===== src/rtl/wdt_pkg.sv =====
package wdt_pkg;
  localparam int PSC_W = 8;
  localparam int REG_W = 16;

  typedef enum logic [1:0] {
    LOC_CTRL = 2'd0,
    LOC_LOAD = 2'd1,
    LOC_CNT  = 2'd2,
    LOC_NONE = 2'd3
  } loc_e;

  typedef struct packed {
    logic [PSC_W-1:0] psc;
    logic [1:0]       div_sel;
    logic             irq_en;
    logic             rst_en;
    logic             en;
  } ctrl_t;

  function automatic logic [REG_W-1:0] ctrl_pack(ctrl_t c);
    return {c.psc, 2'b00, c.div_sel, 1'b0, c.irq_en, c.rst_en, c.en};
  endfunction

  function automatic ctrl_t ctrl_unpack(logic [REG_W-1:0] w);
    ctrl_t c;
    c.psc     = w[15:8];
    c.div_sel = w[5:4];
    c.irq_en  = w[2];
    c.rst_en  = w[1];
    c.en      = w[0];
    return c;
  endfunction
endpackage


===== src/rtl/wdt_regs.sv =====
module wdt_regs
  import wdt_pkg::*;
#(
  parameter int CNT_W = 16,
  parameter logic [CNT_W-1:0] RESET_LOAD = 16'h8000,
  parameter logic [PSC_W-1:0] RESET_PSC = 8'h80
) (
  input  logic             clk_i,
  input  logic             rst_ni,
  input  logic             we_i,
  input  loc_e             loc_i,
  input  logic [REG_W-1:0] wdata_i,
  output ctrl_t            ctrl_o,
  output logic [CNT_W-1:0] load_o,
  output logic             ctrl_wr_o
);
  assign ctrl_wr_o = we_i && loc_i == LOC_CTRL;

  always_ff @(posedge clk_i or negedge rst_ni) begin
    if (!rst_ni) begin
      ctrl_o <= '{psc: RESET_PSC, div_sel: 2'd3, irq_en: 1'b0, rst_en: 1'b1, en: 1'b1};
      load_o <= RESET_LOAD;
    end else if (we_i) begin
      if (loc_i == LOC_CTRL) ctrl_o <= ctrl_unpack(wdata_i);
      if (loc_i == LOC_LOAD) load_o <= wdata_i[CNT_W-1:0];
    end
  end
endmodule


===== src/rtl/wdt_clkdiv.sv =====
module wdt_clkdiv #(
  parameter int PSC_W    = 8,
  parameter int BASE_DIV = 16
) (
  input  logic             clk_i,
  input  logic             rst_ni,
  input  logic             en_i,
  input  logic             clear_i,
  input  logic [PSC_W-1:0] psc_i,
  input  logic [1:0]       div_sel_i,
  output logic             tick_o
);
  localparam int NSEL  = 4;
  localparam int DIV_W = $clog2(BASE_DIV * (1 << (NSEL - 1)));

  logic [DIV_W-1:0] lim_tab [NSEL];
  for (genvar g = 0; g < NSEL; g++) begin : g_lim
    assign lim_tab[g] = DIV_W'(BASE_DIV * (1 << g) - 1);
  end

  logic [PSC_W-1:0] psc_cnt;
  logic [DIV_W-1:0] div_cnt;
  logic             psc_tick;

  assign psc_tick = en_i && psc_cnt == psc_i;
  assign tick_o   = psc_tick && div_cnt == lim_tab[div_sel_i];

  always_ff @(posedge clk_i or negedge rst_ni) begin
    if (!rst_ni) begin
      psc_cnt <= '0;
      div_cnt <= '0;
    end else if (clear_i) begin
      psc_cnt <= '0;
      div_cnt <= '0;
    end else if (en_i) begin
      psc_cnt <= psc_tick ? '0 : psc_cnt + 1'b1;
      if (psc_tick) div_cnt <= tick_o ? '0 : div_cnt + 1'b1;
    end
  end
endmodule


===== src/rtl/wdt_counter.sv =====
module wdt_counter #(
  parameter int CNT_W = 16,
  parameter logic [CNT_W-1:0] RESET_LOAD = 16'h8000
) (
  input  logic             clk_i,
  input  logic             rst_ni,
  input  logic             tick_i,
  input  logic             load_i,
  input  logic [CNT_W-1:0] load_val_i,
  input  logic [CNT_W-1:0] reload_i,
  output logic [CNT_W-1:0] cnt_o,
  output logic             expire_o
);
  // a keep-alive in the expiry cycle wins over the expiry
  assign expire_o = tick_i && cnt_o == '0 && !load_i;

  always_ff @(posedge clk_i or negedge rst_ni) begin
    if (!rst_ni)       cnt_o <= RESET_LOAD;
    else if (load_i)   cnt_o <= load_val_i;
    else if (expire_o) cnt_o <= reload_i;
    else if (tick_i)   cnt_o <= cnt_o - 1'b1;
  end
endmodule


===== src/rtl/wdt_pulse.sv =====
module wdt_pulse #(
  parameter int RST_CYCLES = 128
) (
  input  logic clk_i,
  input  logic rst_ni,
  input  logic expire_i,
  input  logic irq_en_i,
  input  logic rst_en_i,
  output logic irq_o,
  output logic rst_o
);
  localparam int RW = $clog2(RST_CYCLES + 1);
  logic [RW-1:0] rst_left;

  assign rst_o = rst_left != '0;

  always_ff @(posedge clk_i or negedge rst_ni) begin
    if (!rst_ni) begin
      irq_o    <= 1'b0;
      rst_left <= '0;
    end else begin
      irq_o <= expire_i && irq_en_i;
      if (expire_i && rst_en_i) rst_left <= RW'(RST_CYCLES);
      else if (rst_o)           rst_left <= rst_left - 1'b1;
    end
  end
endmodule


===== src/rtl/wdt_top.sv =====
module wdt_top
  import wdt_pkg::*;
#(
  parameter int CNT_W      = 16,
  parameter int BASE_DIV   = 16,
  parameter int RST_CYCLES = 128,
  parameter logic [CNT_W-1:0] RESET_LOAD = 16'h8000,
  parameter logic [PSC_W-1:0] RESET_PSC  = 8'h80
) (
  input  logic             clk_i,
  input  logic             rst_ni,
  input  logic             we_i,
  input  logic [1:0]       addr_i,
  input  logic [REG_W-1:0] wdata_i,
  output logic [REG_W-1:0] rdata_o,
  output logic             irq_o,
  output logic             rst_o
);
  loc_e             loc;
  ctrl_t            ctrl_q;
  logic [CNT_W-1:0] load_q, cnt_q;
  logic             ctrl_wr, cnt_wr, tick, expire;

  assign loc    = loc_e'(addr_i);
  assign cnt_wr = we_i && loc == LOC_CNT;

  wdt_regs #(.CNT_W(CNT_W), .RESET_LOAD(RESET_LOAD), .RESET_PSC(RESET_PSC)) u_regs (
    .clk_i, .rst_ni, .we_i, .loc_i(loc), .wdata_i,
    .ctrl_o(ctrl_q), .load_o(load_q), .ctrl_wr_o(ctrl_wr)
  );

  wdt_clkdiv #(.PSC_W(PSC_W), .BASE_DIV(BASE_DIV)) u_div (
    .clk_i, .rst_ni, .en_i(ctrl_q.en), .clear_i(ctrl_wr || cnt_wr),
    .psc_i(ctrl_q.psc), .div_sel_i(ctrl_q.div_sel), .tick_o(tick)
  );

  wdt_counter #(.CNT_W(CNT_W), .RESET_LOAD(RESET_LOAD)) u_cnt (
    .clk_i, .rst_ni, .tick_i(tick), .load_i(cnt_wr),
    .load_val_i(wdata_i[CNT_W-1:0]), .reload_i(load_q),
    .cnt_o(cnt_q), .expire_o(expire)
  );

  wdt_pulse #(.RST_CYCLES(RST_CYCLES)) u_pulse (
    .clk_i, .rst_ni, .expire_i(expire), .irq_en_i(ctrl_q.irq_en),
    .rst_en_i(ctrl_q.rst_en), .irq_o, .rst_o
  );

  always_comb begin
    unique case (loc)
      LOC_CTRL: rdata_o = ctrl_pack(ctrl_q);
      LOC_LOAD: rdata_o = REG_W'(load_q);
      LOC_CNT:  rdata_o = REG_W'(cnt_q);
      default:  rdata_o = '0;
    endcase
  end
endmodule


===== config.mk =====
export PLATFORM = sky130hd
export DESIGN_NAME = wdt_top
export DESIGN_NICKNAME = d
export VERILOG_FILES = /design/src/rtl/wdt_pkg.sv /design/src/rtl/wdt_regs.sv /design/src/rtl/wdt_clkdiv.sv /design/src/rtl/wdt_counter.sv /design/src/rtl/wdt_pulse.sv /design/src/rtl/wdt_top.sv
export SDC_FILE = /design/constraint.sdc
export NUM_CORES = 1
export LEC_CHECK = 0
export BUFFER_PORTS_ARGS = -buffer_cell sky130_fd_sc_hd__buf_2
export CORE_UTILIZATION = 45
export CTS_CLUSTER_SIZE = 14
export DETAILED_ROUTE_END_ITERATION = 10
export GPL_TIMING_DRIVEN = 0
export PLACE_DENSITY = 0.66
export SYNTH_ARGS = -nofsm -noshare
export SYNTH_HDL_FRONTEND = slang
export SYNTH_SLANG_ARGS = --single-unit

===== constraint.sdc =====
create_clock -name clk_i -period 4.5 [get_ports clk_i]
set_input_delay 0.225 -clock clk_i [delete_from_list [all_inputs] [get_ports clk_i]]
set_output_delay 0.225 -clock clk_i [all_outputs]
set_load 0.005 [all_outputs]

==> results.py, run 1 <==
metrics = {
    "yosys": {
        "synth_adder_area_share_pct": 1.862,
        "async_flop_share_pct": 100.0,
        "synth_edf_count": 0,
        "syn_area_mm2": 0.004033,
        "synth_warnings": 0,
        "synth_nets": 456,
        "synth_top_family_by_area": "simple AND/OR/NAND/NOR gates",
        "synth_xor_area_share_pct": 6.950,
        "synth.area.mux_share_pct": 11.57,
        "ys_ff_latch": 69,
        "synth_flop_cell": "dfrtp_1",
        "synth_compound_area_share_pct": 12.72,
        "synth-simple-area-share_pct": 20.85,
        "postSynthCellCount": 429,
        "avgSynthCellArea_um2": 9.400,
        "synth.distinct_cells": 54,
        "yosysSeqAreaShare_pct": 43.03,
    },
    "final_layout": {
        "layout.area.seq_mm2": 0.001735,
        "final_area_mm2": 0.004588,
        "n_fill_cell": 829,
        "multi_input_area_mm2": 0.002176,
        "syn2layout_area_growth_pct": 13.78,
        "layout.nets": 504,
        "n_antenna_cell": 0,
        "drive_gt1_share_pct": 23.03,
    },
    "pwr": {
        "power_frac_comb_pct": 19.9,
        "p_int_w": 0.001227,
        "vdd.ir_drop.worst_uv": 173.8,
        "p_total_w": 0.001764,
        "switching_share_pct": 30.44,
        "power_density_mw_per_mm2": 384.4,
        "switching_power_w": 0.0005369,
        "p_seq_share_pct": 46.3,
        "leakagePower_nw": 1.939,
        "clkPwrFrac_pct": 33.8,
    },
    "setup_path": {
        "crit_required_ns": 4.76,
        "max_stage_delay_ns": 0.68,
        "worstPathBufferInverterCount": 1,
        "critical_path.top_delay_family": "simple AND/OR/NAND/NOR gates",
        "crit_path_end_kind": "flip-flop",
        "critPathLaunchType": "flip-flop",
        "worstSetupPathType": "reg -> reg",
        "cp_common_cell": "a21oi_1",
        "crit_chain": "clkbuf_2 > nor4_2 > nand2_1 > nor4_1 > a21o_1 > a21oi_1 > a21oi_1",
        "cpMaxStageDelayCell": "nor4_2",
        "arrival_ns": 2.91,
        "path_max_fanout": 7,
    },
    "placed_design": {
        "dp_slack_ns": 1.948,
        "gp_congestion": 0.9796,
        "dpl-instance-area_mm2": 0.004355,
        "place_hpwl_um": 7559,
        "io_buffers": 37,
    },
    "floorplan": {
        "core_area_mm2": 0.008678,
        "dieArea_mm2": 0.009344,
        "io-pin-count": 39,
        "fp.dieH_um": 96.67,
        "initial_core_util_pct": 46.47,
        "fp.dieW_um": 96.67,
        "rows": 34,
    },
    "clock_network": {
        "clk_latency_ns": 0.34,
        "clk_path_buf_depth": 2,
        "postCtsSetupBuffers": 0,
        "clockRootBuffer": "clkbuf_8",
        "cts_sinks": 69,
        "clkSlewWorstSetupHoldPaths_ns": 0.08,
        "numCtsBuffers": 9,
        "cts-resized-gates": 0,
        "cts_tree": "yes",
        "postCtsHoldBufs": 0,
        "htree_num_levels": 3,
    },
    "sta": {
        "timing.slew.headroom_pct": 38.91,
        "skew_ns": 0.006106,
        "worstMarginPinSlew_ns": 0.9164,
        "rsz0062_at_grt": "no",
        "drv_slew": 0,
        "setup_violations": 0,
        "fmax_mhz": 377.5,
        "finalSetupTns_ns": 0,
        "worst_hold_slack_ns": -0.008327,
        "post-route-period-util_pct": 58.87,
        "period_needed_ns": 2.649,
        "hold_viol": 1,
        "setup_slack_ns": 1.851,
    },
    "detailed_routing": {
        "post_drt_wl_per_cell_um": 18.24,
        "drt_iter0_markers": 210,
        "routed_wl_um": 10760,
        "vias_per_cell": 5.795,
        "drc": 0,
        "vias": 3419,
        "first_pass_iters": 5,
        "drtAntennaViolNets": 0,
    },
    "global_routing": {
        "grt.overflow.total": 0,
        "antenna_found_initial": 0,
        "grt_max_degree": 70,
        "track_usage_pct": 23.86,
        "grt_pass1_vias": 3298,
        "grt_pass1_wl_um": 17500,
    },
    "outcome": {
        "outcome": "complete, but fails checks",
        "violations": "hold timing",
    },
    "job": {
        "drv_cap": 0,
    },
    "worst_hold_path": {
        "min_path_type": "in -> async",
    },
}
==> Yosys cell counts (2+ instances only) <==
cell / count / share of area (%)
nor2b_1: 3 / 0.47
a21o_1: 3 / 0.56
mux2i_1: 14 / 3.5
nand3_1: 14 / 1.7
o21ai_1: 2 / 0.25
nor2_1: 40 / 3.7
o21ai_0: 28 / 3.5
nand4_1: 9 / 1.4
or4_1: 2 / 0.37
dfstp_2: 7 / 4.6
xnor2_1: 15 / 3.3
dfrtp_1: 62 / 38
buf_2: 6 / 0.74
a31oi_1: 8 / 1.2
nor4_1: 6 / 0.93
and3_1: 2 / 0.31
or4_4: 2 / 0.56
mux2_2: 29 / 8.1
o22ai_1: 3 / 0.47
o211ai_1: 6 / 1.1
or3_1: 5 / 0.78
ha_1: 6 / 1.9
nor3_1: 7 / 0.87
a22o_1: 3 / 0.65
nand2_2: 2 / 0.31
nand4b_1: 2 / 0.43
inv_1: 5 / 0.47
o31ai_1: 2 / 0.37
nand2b_1: 6 / 0.93
xor2_1: 17 / 3.7
a21oi_1: 22 / 2.7
clkbuf_1: 15 / 1.4
nand2_1: 55 / 5.1
==> registers in the layout (all words and copies together) (netlist names) <==
signal,cells
u_div.psc_cnt,8
u_regs.load_o,16
u_div.div_cnt,7
u_pulse.irq_o,1
u_cnt.cnt_o,16
u_pulse.rst_left,8
u_regs.ctrl_o,13
==> cells in the final DEF (no fill, tap or decap), types with 3 or more instances in the layout <==
cell type,instances
o21ai_0,28
nor3_1,7
o211ai_1,6
clkbuf_8,11
xnor2_1,15
ha_1,6
or3_1,5
a21o_1,3
buf_2,42
o22ai_1,3
nand4_1,9
nand2_1,55
nand3_1,14
a31oi_1,8
a21oi_1,22
a22o_1,3
inv_1,5
nor4_1,6
dfstp_2,7
xor2_1,17
clkbuf_1,15
nor2b_1,3
nor2_1,40
dfrtp_1,62
nand2b_1,6
mux2i_1,14
mux2_2,29
==> metrics by stage <==
stage / hold WS [ns] / util [%] / cells
2_1_floorplan: -0.07059 / - / 429
3_3_place_gp: 0.4698 / 50.16 / 574
3_5_place_dp: 0.4067 / 50.19 / 574
4_1_cts: 0.03574 / 52.87 / 590
5_1_grt: 0.06330 / 52.87 / 590
6_report: -0.008327 / 52.87 / 590
==> cells by family (layout without fill, tap and decap cells) <==
family / count (synthesis) / after routing
AO/OA/AOI/OAI: 85 / 85
XOR/XNOR: 32 / 32
adder cells (fa/ha/maj): 6 / 6
buffers and inverters: 28 / 81
flip-flops: 69 / 69
multiplexers: 43 / 43
AND/OR/NAND/NOR: 166 / 166
==> worst paths after layout <==
kind | cells past startpoint | endpoint | slack [ns] | start
setup / recovery | 7 | u_cnt.cnt_o[7] | 1.85 | u_cnt.cnt_o[3]
hold / removal | 1 | u_pulse.rst_left[0] | -0.008 | rst_ni
setup reg to reg | 7 | u_cnt.cnt_o[7] | 1.85 | u_cnt.cnt_o[3]
hold reg to reg | 2 | u_pulse.rst_left[7] | 0.52 | u_pulse.rst_left[7]
max in group asynchronous | 1 | u_div.psc_cnt[6] | 3.91 | rst_ni
min in group clk_i | 2 | u_regs.load_o[7] | 0.13 | wdata_i[7]
==> power by group through the flow <==
stage               logic, W  registers [W]  clock network [W]
floorplan           0.000252       0.000794                  0
global placement    0.000340       0.000823                  0
detailed placement  0.000350       0.000828                  0
CTS                 0.000352       0.000816           0.000602
global route        0.000392       0.000831           0.000630
finish              0.000351       0.000816           0.000596
==> layer usage <==
metal | global-route usage (%) | part of all wire (%) | vias up
met5 | 0 | 0 | -
met4 | 6.774 | 1.5 | 0
met3 | 4.624 | 4.3 | 12
met2 | 36.89 | 46 | 94
met1 | 34.14 | 48 | 1693
li1 | - | - | 1620
==> cell type report <==
type,count,share of cell area (%)
Inverter,5,0.4091
Clock inverter,5,1.773
Tap cell,108,2.945
Sequential cell,69,37.82
Multi-Input combinational cell,332,47.42
Buffer,23,2.236
Clock buffer,11,3.300
Timing Repair Buffer,37,4.091
Note: power is estimated with default switching activity, not from simulation.
==> run 2: changes to the inputs <==
Settings changed: PLACE_DENSITY 0.66 to 0.69.
Clock period 4.5 ns to 2.4 ns, I/O delays scaled along.
==> run 2 against run 1 <==
Sequential power is 87% higher. Critical endpoint is now u_cnt.cnt_o[1]. Cell area grew 0.16%. First-iteration DRC count is 9.0% lower. Largest cell class unchanged. Clock power grew 60%. The run now ends clean. Worst setup slack got worse by 1.7 ns.
==> results.py, run 2 (synthesis gave the netlist of run 1 again) <==
metrics = {
    "outcome": {
        "outcome": "finished clean",
    },
    "setup_path": {
        "arrival_ns": 2.56,
        "cpMaxStageDelayCell": "dfstp_2",
        "worstSetupPathType": "reg -> reg",
        "crit_required_ns": 2.67,
        "crit_chain": "buf_2 > nand4_1 > buf_4 > or3_1 > buf_2 > nor2_4 > buf_6 > o211ai_1 > a31oi_1",
        "critPathLaunchType": "flip-flop",
        "max_stage_delay_ns": 0.52,
        "cp_common_cell": "buf_2",
        "crit_path_end_kind": "flip-flop",
        "path_max_fanout": 10,
    },
    "final_layout": {
        "layout.nets": 507,
        "layout_common_cells": "dfrtp_1 (62), nand2_1 (55), buf_2 (42)",
        "drive_gt1_share_pct": 23.51,
        "n_fill_cell": 851,
        "instances_no_fill": 593,
        "n_antenna_cell": 0,
        "final_common_cell": "dfrtp_1",
        "syn2layout_area_growth_pct": 13.96,
        "top_regs": "u_cnt.cnt_o x16, u_regs.load_o x16, u_regs.ctrl_o x13",
        "final_area_mm2": 0.004596,
    },
    "global_routing": {
        "grt_max_degree": 70,
        "grt_pass1_wl_um": 17090,
        "grt.overflow.total": 0,
        "track_usage_pct": 23.19,
        "antenna_found_initial": 0,
        "grt_pass1_vias": 3318,
    },
    "clock_network": {
        "numCtsBuffers": 9,
        "clkSlewWorstSetupHoldPaths_ns": 0.08,
        "cts_tree": "yes",
        "cts_sinks": 69,
        "clk_path_buf_depth": 2,
        "clockRootBuffer": "clkbuf_8",
        "clk_latency_ns": 0.35,
        "htree_num_levels": 3,
    },
    "floorplan": {
        "core_area_mm2": 0.008678,
        "initial_core_util_pct": 46.47,
        "fp.dieW_um": 96.67,
        "rows": 34,
        "dieArea_mm2": 0.009344,
        "fp.dieH_um": 96.67,
        "io-pin-count": 39,
    },
    "worst_hold_path": {
        "min_path_type": "in -> reg",
    },
    "sta": {
        "drv_slew": 0,
        "fmax_mhz": 435.6,
        "post-route-period-util_pct": 95.65,
        "setup_violations": 0,
        "timing.slew.headroom_pct": 40.03,
        "period_needed_ns": 2.296,
        "worstMarginPinSlew_ns": 0.8996,
        "hold_viol": 0,
        "worst_hold_slack_ns": 0.01458,
        "skew_ns": 0.01098,
    },
    "detailed_routing": {
        "vias": 3386,
        "first_pass_iters": 4,
        "routed_wl_um": 10450,
        "drc": 0,
        "post_drt_wl_per_cell_um": 17.62,
        "vias_per_cell": 5.710,
        "drtAntennaViolNets": 0,
        "drt_iter0_markers": 191,
    },
    "placed_design": {
        "dpl-instance-area_mm2": 0.004355,
        "place_hpwl_um": 7399,
        "gp_congestion": 0.9385,
        "dp_cells": 574,
        "io_buffers": 37,
    },
    "pwr": {
        "vdd.ir_drop.worst_uv": 296.6,
        "power_density_mw_per_mm2": 687.8,
        "leakagePower_nw": 1.944,
    },
    "job": {
        "drv_cap": 0,
    },
}
==> run 2: through the flow <==
step / setup WS (ns) / total power [W] / setup TNS, ns / utilization, %
2_1_floorplan: 0.4551 / 0.001961 / 0 / -
3_3_place_gp: -0.02077 / 0.002174 / -0.02077 / 50.16
3_5_place_dp: 0.001043 / 0.002201 / 0 / 50.19
4_1_cts: 0.05053 / 0.003156 / 0 / 52.60
5_1_grt: -0.01624 / 0.003331 / -0.02634 / 52.96
6_report: 0.1043 / 0.003161 / 0 / 52.96
==> run 2: path summary, 6_finish.rpt <==
check | startpoint | end | slack [ns] | depth (start not counted)
worst min register to register | u_regs.load_o[13] | u_regs.load_o[13] | 0.53 | 1
worst min-delay path | wdata_i[3] | u_regs.load_o[3] | 0.01 | 2
worst max-delay path | u_regs.ctrl_o[0] | u_cnt.cnt_o[1] | 0.10 | 9
max in group asynchronous | rst_ni | u_regs.ctrl_o[9] | 1.37 | 2
worst max register to register | u_regs.ctrl_o[0] | u_cnt.cnt_o[1] | 0.10 | 9
min in group asynchronous | rst_ni | u_cnt.cnt_o[3] | 0.42 | 2
==> run 2: area by class of cell <==
cell class	count	area, um^2	area share, %
repair buffers	40	212.7	4.628
clock buffers	10	127.6	2.777
clock inverters	6	65.06	1.416
multi-input cells	332	2198	47.84
flip-flops and latches	69	1735	37.76
well taps	108	135.1	2.940
inverters	5	18.77	0.4084
plain buffers	23	102.6	2.232
==> run 2: timing repair <==
action / 4_1_cts / 5_1_grt
hold buffers: 1 / 0
setup buffers: 0 / 2
pin swaps: 0 / 2
endpoints found under the hold margin: 62 / 0
resized for setup: 1 / 3
setup endpoints to repair: 1 / 22
==> run 2: power breakdown <==
| group | switching [W] | internal [W] | leakage, nW |
|---|---|---|---|
| Clock | 0.000472 | 0.000480 | 0.0962 |
| Combinational | 0.000359 | 0.000321 | 1.03 |
| Sequential | 0.000187 | 0.00134 | 0.822 |
==> run 2: worst max-delay path, delay by kind of cell, from the launching register on <==
family / cells / cell delay, ns
AND/OR/NAND/NOR: 3 / 0.65
flip-flops: 1 / 0.52
AO/OA/AOI/OAI: 2 / 0.30
buffers and inverters: 4 / 0.73
==> run 2: per-layer routing <==
metal	vias to the layer above	track usage, %	wire length, um
li1	1620	-	-
met1	1659	32.12	4849
met2	89	37.27	4925
met3	18	3.540	469
met4	0	7.692	204
met5	-	0	0
==> run 3: changes to the inputs <==
Settings changed: CORE_ASPECT_RATIO set to 2, CORE_UTILIZATION 45 to 50, PLACE_DENSITY 0.69 to 0.75.
==> run 3 against run 2 <==
Worst setup slack worse by 0.0046 ns. Register-to-register slack about the same. First-iteration DRC count rose by 0.52%. Wire length increased by 1.0%. Core utilization up 6.8 points. Cell area rose by 2.5%. Worst hold slack better by 0.016 ns. Global-route usage increased by 3.9 points. Non-clock buffer count grew 2. Sequential power about the same. Largest power group unchanged.
==> results.py, run 3 (synthesis gave the netlist of run 1 again) <==
metrics = {
    "outcome": {
        "outcome": "finished clean",
    },
    "sta": {
        "timing.slew.headroom_pct": 41.15,
        "setup_violations": 0,
        "worstMarginPinSlew_ns": 0.8828,
        "post-route-period-util_pct": 95.84,
        "drv_slew": 0,
        "period_needed_ns": 2.300,
        "rsz0062_at_grt": "no",
        "fmax_mhz": 434.7,
        "skew_ns": 0.005067,
        "hold_viol": 0,
    },
    "setup_path": {
        "worstPathBufferInverterCount": 2,
        "crit_path_end_kind": "flip-flop",
        "crit_required_ns": 2.61,
        "cpMaxStageDelayCell": "dfstp_2",
        "arrival_ns": 2.51,
        "worstSetupPathType": "reg -> reg",
        "critPathLaunchType": "flip-flop",
        "path_max_fanout": 10,
        "max_stage_delay_ns": 0.51,
        "rr_worst_depth": 7,
        "critical_path.top_delay_family": "simple AND/OR/NAND/NOR gates",
        "crit_chain": "buf_2 > nand4_1 > nor3_4 > nand2_2 > clkbuf_1 > a21oi_1 > o22ai_1",
        "cp_num_cells": 7,
    },
    "final_layout": {
        "syn2layout_area_growth_pct": 16.75,
        "final_common_cell": "dfrtp_1",
        "drive_gt1_share_pct": 24.02,
        "layout.nets": 509,
        "n_fill_cell": 665,
        "layout_common_cells": "dfrtp_1 (62), nand2_1 (55), buf_2 (42)",
        "final_area_mm2": 0.004708,
        "n_antenna_cell": 0,
        "fin_util_pct": 59.71,
        "top_regs": "u_cnt.cnt_o x16, u_regs.load_o x16, u_regs.ctrl_o x13",
    },
    "worst_hold_path": {
        "min_path_type": "in -> reg",
        "hold_path_depth": 2,
    },
    "floorplan": {
        "fp.dieH_um": 129.0,
        "initial_core_util_pct": 51.14,
        "dieArea_mm2": 0.008450,
        "fp.dieW_um": 65.50,
        "core_area_mm2": 0.007885,
        "rows": 46,
        "io-pin-count": 39,
    },
    "pwr": {
        "p_int_w": 0.002494,
        "p_seq_share_pct": 43.3,
        "switching_share_pct": 29.65,
        "switching_power_w": 0.001051,
        "vdd.ir_drop.worst_uv": 563.2,
        "power_frac_comb_pct": 19.2,
        "power_density_mw_per_mm2": 753.0,
        "clkPwrFrac_pct": 37.5,
        "leakagePower_nw": 1.999,
    },
    "clock_network": {
        "htree_num_levels": 3,
        "clkSlewWorstSetupHoldPaths_ns": 0.06,
        "clk_path_buf_depth": 2,
        "clk_latency_ns": 0.33,
        "clockRootBuffer": "clkbuf_16",
        "cts_tree": "yes",
        "numCtsBuffers": 9,
        "cts_sinks": 69,
    },
    "placed_design": {
        "io_buffers": 37,
        "dpl-instance-area_mm2": 0.004340,
        "gp_congestion": 0.9763,
        "place_hpwl_um": 7704,
    },
    "global_routing": {
        "track_usage_pct": 27.13,
        "grt_max_degree": 70,
        "grt_pass1_vias": 3587,
        "antenna_found_initial": 0,
        "grt.overflow.total": 0,
        "grt_pass1_wl_um": 16840,
    },
    "detailed_routing": {
        "routed_wl_um": 10560,
        "first_pass_iters": 4,
        "drtAntennaViolNets": 0,
        "vias_per_cell": 5.962,
        "drt_iter0_markers": 192,
        "post_drt_wl_per_cell_um": 18.10,
        "vias": 3476,
        "drc": 0,
    },
    "job": {
        "drv_cap": 0,
    },
}
run 3: power groups by stage:
stage / Sequential, W / Clock [W] / Combinational (W)
3_3_place_gp: 0.00153 / 0 / 0.000634
6_report: 0.00154 / 0.00133 / 0.000680
3_5_place_dp: 0.00155 / 0 / 0.000652
2_1_floorplan: 0.00149 / 0 / 0.000473
5_1_grt: 0.00156 / 0.00140 / 0.000756
4_1_cts: 0.00153 / 0.00135 / 0.000666
run 3: path summary, 6_finish.rpt:
check | end | startpoint | slack [ns]
max | u_cnt.cnt_o[12] | u_regs.ctrl_o[0] | 0.1
min in group asynchronous | u_div.div_cnt[4] | rst_ni | 0.44
max reg2reg | u_cnt.cnt_o[12] | u_regs.ctrl_o[0] | 0.1
min reg2reg | u_pulse.rst_left[7] | u_pulse.rst_left[7] | 0.53
max in group asynchronous | u_div.psc_cnt[4] | rst_ni | 1.37
min | u_regs.load_o[7] | wdata_i[7] | 0.03
run 3: layout make-up:
type | instances | area, um^2 | share of cell area [%]
multi-input combinational | 332 | 2202 | 46.77
buffer | 23 | 102.6 | 2.179
clock inverter | 6 | 62.56 | 1.329
inverter | 5 | 18.77 | 0.3986
tap | 96 | 120.1 | 2.551
clock buffer | 10 | 239.0 | 5.076
sequential | 69 | 1735 | 36.86
timing repair buffer | 42 | 227.7 | 4.837
run 3: per-stage QoR:
step	TNS [ns]	hold WS [ns]	power, W	worst slack (ns)	instances
after floorplan	0	-0.1756	0.001961	0.4551	429
after global placement	-0.002639	0.3661	0.002169	-0.002639	562
after detailed placement	-0.04346	0.2931	0.002202	-0.04346	562
after CTS	0	0.02211	0.003547	0.008438	579
after global routing	0	0.03364	0.003712	0.02283	583
final	0	0.03084	0.003545	0.09979	583
run 3: routing by layer:
metal  routed length [um]  GRT usage [%]  up-vias
met5                    0              0        -
met4                  558          19.05        0
met3                  540          6.472       38
met2                 5779          47.91      114
met1                 3676          26.96     1693
li1                     -              -     1631
run 3: what timing repair did:
item | in CTS | in global routing
setup endpoints to repair | 2 | 17
gates resized for setup | 2 | 2
setup buffers | 0 | 4
pin swaps | 0 | 2
hold buffers | 1 | 0
endpoints found under the hold margin | 62 | 0
